`src/rtl/acc_seq_pkg.sv`:
```
package acc_seq_pkg;
  localparam int DATA_W = 16;
  localparam int ADDR_W = 12;
  // decoded operation indices
  localparam int K_AND = 0;
  localparam int K_ADD = 1;
  localparam int K_LDA = 2;
  localparam int K_STA = 3;
  localparam int K_BUN = 4;
  localparam int K_BSA = 5;
  localparam int K_ISZ = 6;
  localparam int K_EXT = 7;
  localparam int LAST_STEP = 6;
endpackage

```
`src/rtl/acc_step_ctr.sv`:
```
module acc_step_ctr #(
  parameter int SC_W = 4,
  parameter int NT   = 7
) (
  input  logic            clk,
  input  logic            rst_n,
  input  logic            inc,
  input  logic            clr,
  output logic [SC_W-1:0] sc,
  output logic [NT-1:0]   t
);
  always_ff @(posedge clk) begin
    if (!rst_n)   sc <= '0;
    else if (clr) sc <= '0;
    else if (inc) sc <= sc + SC_W'(1);
  end

  for (genvar i = 0; i < NT; i++) begin : g_dec
    assign t[i] = (sc == SC_W'(i));
  end
endmodule

```
`src/rtl/acc_op_dec.sv`:
```
module acc_op_dec #(
  parameter int N = 3,
  localparam int M = 1 << N
) (
  input  logic [N-1:0] code,
  output logic [M-1:0] d
);
  for (genvar i = 0; i < M; i++) begin : g_dec
    assign d[i] = (code == N'(i));
  end
endmodule

```
`src/rtl/acc_alu.sv`:
```
module acc_alu #(
  parameter int DW = 16
) (
  input  logic          sel_and,
  input  logic          sel_add,
  input  logic [DW-1:0] a,
  input  logic [DW-1:0] b,
  output logic [DW-1:0] res,
  output logic          cout
);
  logic [DW:0] sum;
  always_comb begin
    sum  = {1'b0, a} + {1'b0, b};
    cout = sum[DW];
    if (sel_and)      res = a & b;
    else if (sel_add) res = sum[DW-1:0];
    else              res = b;
  end
endmodule

```
`src/rtl/acc_seq_core.sv`:
```
module acc_seq_core
  import acc_seq_pkg::*;
#(
  parameter int DW   = DATA_W,
  parameter int AW   = ADDR_W,
  parameter int SC_W = 4
) (
  input  logic          clk,
  input  logic          rst_n,
  output logic [AW-1:0] mem_addr,
  output logic          mem_rd,
  output logic          mem_wr,
  output logic [DW-1:0] mem_wdata,
  input  logic [DW-1:0] mem_rdata,
  output logic          ext_valid,
  input  logic          ext_ready,
  output logic          ext_io,
  output logic [AW-1:0] ext_code,
  output logic [DW-1:0] acc,
  output logic          link,
  output logic [AW-1:0] pc
);
  localparam int OPW = DW - 1 - AW;
  localparam int ND  = 1 << OPW;
  localparam int NT  = LAST_STEP + 1;

  logic [AW-1:0]   pc_q, ar_q, ea;
  logic [DW-1:0]   ir_q, dr_q, ac_q, alu_res;
  logic            i_q, e_q, alu_c;
  logic [SC_W-1:0] sc_q;
  logic [NT-1:0]   t;
  logic [ND-1:0]   d;
  logic            memref, rd_opnd, sc_clr, sc_inc, stall;

  acc_step_ctr #(.SC_W(SC_W), .NT(NT)) u_sc (
    .clk(clk), .rst_n(rst_n), .inc(sc_inc), .clr(sc_clr), .sc(sc_q), .t(t)
  );

  acc_op_dec #(.N(OPW)) u_dec (.code(ir_q[DW-2 -: OPW]), .d(d));

  acc_alu #(.DW(DW)) u_alu (
    .sel_and(d[K_AND]), .sel_add(d[K_ADD]), .a(ac_q), .b(mem_rdata),
    .res(alu_res), .cout(alu_c)
  );

  // control decode
  always_comb begin
    memref  = !d[K_EXT];
    rd_opnd = d[K_AND] | d[K_ADD] | d[K_LDA] | d[K_ISZ];
    // effective address: pointer word arrives in step 4 when indirect
    ea      = i_q ? mem_rdata[AW-1:0] : ar_q;
    stall   = t[3] & d[K_EXT] & !ext_ready;
    sc_clr  = (t[3] & d[K_EXT] & ext_ready)
            | (t[4] & (d[K_STA] | d[K_BUN]))
            | (t[5] & (d[K_AND] | d[K_ADD] | d[K_LDA] | d[K_BSA]))
            | t[6];
    sc_inc  = !sc_clr && !stall;
    mem_rd  = t[1] | (t[3] & memref & i_q) | (t[4] & rd_opnd);
    mem_wr  = (t[4] & (d[K_STA] | d[K_BSA])) | (t[6] & d[K_ISZ]);
    mem_addr = t[4] ? ea : ar_q;
    if (d[K_STA])      mem_wdata = ac_q;
    else if (d[K_BSA]) mem_wdata = {{(DW-AW){1'b0}}, pc_q};
    else               mem_wdata = dr_q;
  end

  always_ff @(posedge clk) begin
    if (!rst_n) begin
      pc_q <= '0; ar_q <= '0; ir_q <= '0; dr_q <= '0;
      ac_q <= '0; i_q  <= 1'b0; e_q <= 1'b0;
    end else begin
      if (t[0]) ar_q <= pc_q;
      if (t[1]) pc_q <= pc_q + AW'(1);
      if (t[2]) begin
        ir_q <= mem_rdata;
        ar_q <= mem_rdata[AW-1:0];
        i_q  <= mem_rdata[DW-1];
      end
      if (t[4] && memref) ar_q <= d[K_BSA] ? ea + AW'(1) : ea;
      if (t[4] && d[K_BUN]) pc_q <= ea;
      if (t[5] && d[K_BSA]) pc_q <= ar_q;
      if (t[5] && (d[K_AND] || d[K_ADD] || d[K_LDA])) begin
        dr_q <= mem_rdata;
        ac_q <= alu_res;
        if (d[K_ADD]) e_q <= alu_c;
      end
      if (t[5] && d[K_ISZ]) dr_q <= mem_rdata + DW'(1);
      if (t[6] && d[K_ISZ] && dr_q == '0) pc_q <= pc_q + AW'(1);
    end
  end

  assign ext_valid = t[3] & d[K_EXT];
  assign ext_io    = i_q;
  assign ext_code  = ir_q[AW-1:0];
  assign acc       = ac_q;
  assign link      = e_q;
  assign pc        = pc_q;
endmodule

```
`config.mk`:
```
export PLATFORM = sky130hd
export DESIGN_NAME = acc_seq_core
export DESIGN_NICKNAME = d
export VERILOG_FILES = /design/src/rtl/acc_seq_pkg.sv /design/src/rtl/acc_step_ctr.sv /design/src/rtl/acc_op_dec.sv /design/src/rtl/acc_alu.sv /design/src/rtl/acc_seq_core.sv
export SDC_FILE = /design/constraint.sdc
export NUM_CORES = 1
export LEC_CHECK = 0
export ABC_CLOCK_PERIOD_IN_PS = 2250
export BUFFER_PORTS_ARGS = -buffer_cell sky130_fd_sc_hd__buf_4
export CAP_MARGIN = 20
export CORE_MARGIN = 8
export CORE_UTILIZATION = 45
export CTS_CLUSTER_SIZE = 16
export DETAILED_ROUTE_END_ITERATION = 16
export PLACE_DENSITY = 0.73
export SLEW_MARGIN = 0
export SYNTH_ARGS = -nofsm -noshare
export SYNTH_HDL_FRONTEND = slang
export SYNTH_SLANG_ARGS = --single-unit
```
`constraint.sdc`:
```
create_clock -name clk -period 2.25 [get_ports clk]
set_clock_uncertainty 0.2 [all_clocks]
set_input_delay 0.3375 -clock clk [delete_from_list [all_inputs] [get_ports clk]]
set_output_delay 0.3375 -clock clk [all_outputs]
set_load 0.1 [all_outputs]
```
==> metrics.log <==
INFO  metric finalNetCount = 1002
INFO  metric fill_cell_instance_count_of_the_final_layout = 960
INFO  metric worst_slew_margin_rel = ~65%
INFO  metric clock_latency = 350 ps
INFO  metric grt_pass1_vias = about 6500
INFO  metric final_antenna_net_count = 0
INFO  metric routabilityCongestion = a little over 0.9
INFO  metric critPathKind = reg2reg
INFO  metric yosys.cell_types.count = 65
INFO  metric endpoint_kind_of_the_worst_setup_timing_path = flip-flop
INFO  metric report.final.setup_viol = 16
INFO  metric wirelength = around 23 mm
INFO  metric vias_per_cell = a little over 6
INFO  metric worstPathBufferInverterCount = 1
INFO  metric start_util = between 40% and 50%
INFO  metric worst_slew_pin_slew = 522.7 ps
INFO  metric status = complete, but fails checks
INFO  metric signed_area_change_from_the_synthesized_netlist_to_the_final_layout = 53.58%
INFO  metric grt_pass1_wl = around 35 mm
INFO  metric cp_max_fo = 4
INFO  metric cellLeakagePower = 3.511 nW
INFO  metric die-area = around 17000 um2
INFO  metric grtUsageTotal = 26.13%
INFO  metric finish.cell_count_without_fillers = about 1100
INFO  metric synth_async_sr_flop_share = 0%
INFO  metric worst_setup_path_start_kind = flip-flop
INFO  metric hpwlAfterDp = between 15 and 20 mm
INFO  metric antenna_found_initial = 0
INFO  metric tns = -1446 ps
INFO  metric cts.sink_count = slightly below 80
INFO  metric maxCapViolCount = 0
INFO  metric total_of_warnings_raised_by_yosys = 0
INFO  metric critPathSlowestCell = a2111o_1
INFO  metric synth_area_leaders = dfxtp_1 (26%), nand2_1 (8.6%), a21oi_1 (6.8%)
INFO  metric antenna_cells_inserted = 0
INFO  metric final_number_of_max_transition_violations = 0
INFO  metric cts.reportedPaths.clkPinSlew = 60 ps
INFO  metric timing.fmax = between 400 and 500 MHz
INFO  metric data_required_time_of_the_critical_path = ~2300 ps
INFO  metric root_buffer_master = clkbuf_16
INFO  metric cellPowerDensity = 587.4 nW/um2
INFO  metric post_drt_wl_per_cell = just under 20 um
INFO  metric synth_largest_type_area_fraction = between 20% and 30%
INFO  metric hold_path_class = in2reg
INFO  metric route.vias.total = 6889
INFO  metric synth-edff-count = 0
INFO  metric synth_seq_cells = 77
INFO  metric final_hold_viol_count = 0
INFO  metric grt_start_max_net_pins = 32
INFO  metric vdd_ir_drop_max = about 0.35 mV
INFO  metric synthesis.area = about 6000 um2
INFO  metric layout_worst_path_cycle_share = 105.7%
INFO  metric cts_hold_buf = 0
INFO  metric first_pass_iters = 5
INFO  metric htree_depth = 3
INFO  metric height_of_the_chip = 130.0 um
INFO  metric postSynthNetCount = roughly 840
INFO  metric row_count = ~40
INFO  metric crit_arrival = approximately 2400 ps
INFO  metric tritoncts = built
INFO  metric setup_repair_after_global_routing_missed_its_margin = yes
INFO  metric synth_cells = 792
INFO  metric core = between 10000 and 15000 um2
INFO  metric cts_inserted_buffers = 9
INFO  metric cpPeakStageDelay = roughly 440 ps
INFO  metric worst_path_dominant_cell_family = compound AO/OA/AOI/OAI gates
INFO  metric drc = 0
INFO  metric ys.flop_type = dfxtp_1
INFO  metric share_of_cells_above_drive_strength_1 = between 30% and 40%
INFO  metric seq_area_frac_synth = between 20% and 30%
INFO  metric crit_path_cell_trace = ha_4 > fa_2 > a21o_1 > nand4_4 > a2111o_1 > a31oi_4 > buf_4 > nor3b_2 > o221a_2
INFO  metric final_critical_path_setup_slack = -129.2 ps
INFO  metric dpl.cell_count = 1098
INFO  metric global_route.overflow_total = 0
INFO  metric finalWorstPathRequiredPeriod = 2379 ps
INFO  metric io_pins = roughly 90
INFO  metric failed_checks = setup timing
INFO  metric ctsLongestPathBuffers = 2
INFO  metric synth_top_cell_by_area = dfxtp_1
INFO  metric fp.dieW = roughly 130 um
INFO  metric detail_route.iter0.violations = roughly 750
INFO  metric syn_avg_cell_area = between 7 and 8 um2
INFO  metric io_buffers = 91
[metrics by stage]
| step | area [um2] | hold WS (ps) | utilization, % | worst slack, ps | total power [mW] |
|---|---|---|---|---|---|
| final | 8980 | 69.16 | 70.87 | -129.2 | 5.275 |
| after global routing | 8980 | 75.57 | 70.87 | -221.2 | 5.470 |
| after detailed placement | 7640 | 249.7 | 60.29 | -226.9 | 3.582 |
| after global placement | 7640 | 244.7 | 60.29 | -205.7 | 3.562 |
| after floorplan | 6215 | 236.7 | - | -163.4 | 3.011 |
| after CTS | 8638 | 64.04 | 68.17 | -90.30 | 5.175 |
[cell usage in the layout, fill, tap and decap left out, types with 7 or more instances in the layout]
cell type    n
a211oi_1    17
a21oi_1     74
a31oi_1      9
and3_1       8
buf_12      31
buf_4      173
buf_6       11
clkbuf_16   10
dfxtp_1     49
dfxtp_2     11
dfxtp_4     17
ha_1        14
ha_4         7
inv_1       10
mux2i_1     14
nand2_1    107
nand2_4     25
nand2b_1     7
nand3_1     27
nand4_1     10
nor2_1      54
nor3_1      12
o211ai_1    13
o21ai_0     36
o21ai_4     10
xnor2_1     23
xor2_1      15
[state kept, by name, indices dropped and copies added, names as in the netlist]
| register | flops |
|---|---|
| ext_io | 1 |
| dr_q | 16 |
| ar_q | 12 |
| link | 1 |
| acc | 16 |
| ir_q | 15 |
| pc | 12 |
| u_sc.sc | 4 |
[final cells by class]
class	instances	area [um2]	area share [%]
inverters	12	45.04	0.5016
well taps	172	215.2	2.397
flip-flops and latches	77	1619	18.03
repair buffers	221	2171	24.17
multi-input cells	638	4642	51.69
clock buffers	12	267.8	2.982
clock inverters	4	20.02	0.2229
[cell families (layout without fill, tap and decap cells)]
kind of cell | after synthesis | after routing | synth area share, %
muxes | 24 | 24 | 4.216
buffers and inverters | 77 | 249 | 6.441
xor gates and xnor gates | 38 | 38 | 5.692
AOI/OAI and AO/OA | 234 | 234 | 25.81
DFF | 77 | 77 | 26.36
adders and majority gates | 24 | 24 | 5.264
and+or+nand+nor | 318 | 318 | 26.21
[worst paths after layout]
check                 from       end  slack [ps]  depth (start not counted)
max                 acc[0]   acc[12]        -130                          9
min          mem_rdata[14]  ir_q[14]          70                          3
max reg2reg         acc[0]   acc[12]        -130                          9
min reg2reg        ir_q[7]   ir_q[7]         260                          2
[metal layers]
metal / up-vias / GRT usage (%) / routed length (um)
li1: 3203 / - / -
met1: 3272 / 33.99 / 9139
met2: 335 / 41.50 / 10520
met3: 79 / 4.162 / 1883
met4: 0 / 12.36 / 979
met5: - / 0 / 0
[where the power goes]
| group | total [mW] | internal [mW] | switching [mW] |
|---|---|---|---|
| registers | 1.59 | 1.45 | 0.140 |
| logic | 2.23 | 0.811 | 1.42 |
| clock network | 1.45 | 0.836 | 0.615 |
| total | 5.27 | 3.10 | 2.18 |
[tightest hold or removal path: stages]
cell and delay (ps):
buf_4 140, nand2_1 60, a21oi_1 50
[cell usage after synthesis (3+ instances only)]
library cell	number
ha_1	23
and3b_1	3
clkbuf_1	34
a31oi_1	9
nor4_1	7
nor3_1	12
a22oi_1	12
and2_1	7
nand3b_1	3
o22ai_1	3
o21a_1	3
nand2_1	134
inv_1	12
and4_1	3
mux2_2	5
xnor2_1	23
buf_2	13
buf_4	17
or3_1	5
a211oi_1	21
or2_2	4
o21ai_0	50
xor2_1	15
nor2b_1	6
a311oi_1	3
mux2i_1	19
a22o_1	4
nand4b_1	4
o211ai_1	13
o2111a_1	3
nand2b_1	8
nand3_1	30
a221oi_1	7
a21o_1	6
dfxtp_1	77
nand4_1	10
o221ai_1	5
a21oi_1	79
nor2_1	58
and3_1	9
nor2_2	4
[what timing repair did]
item	CTS	global route
cloned	3	0
pin swaps	16	33
resized for setup	128	73
setup endpoints to repair	37	59
setup buffers	12	10
No activity file was read; power rests on OpenSTA's default activity.
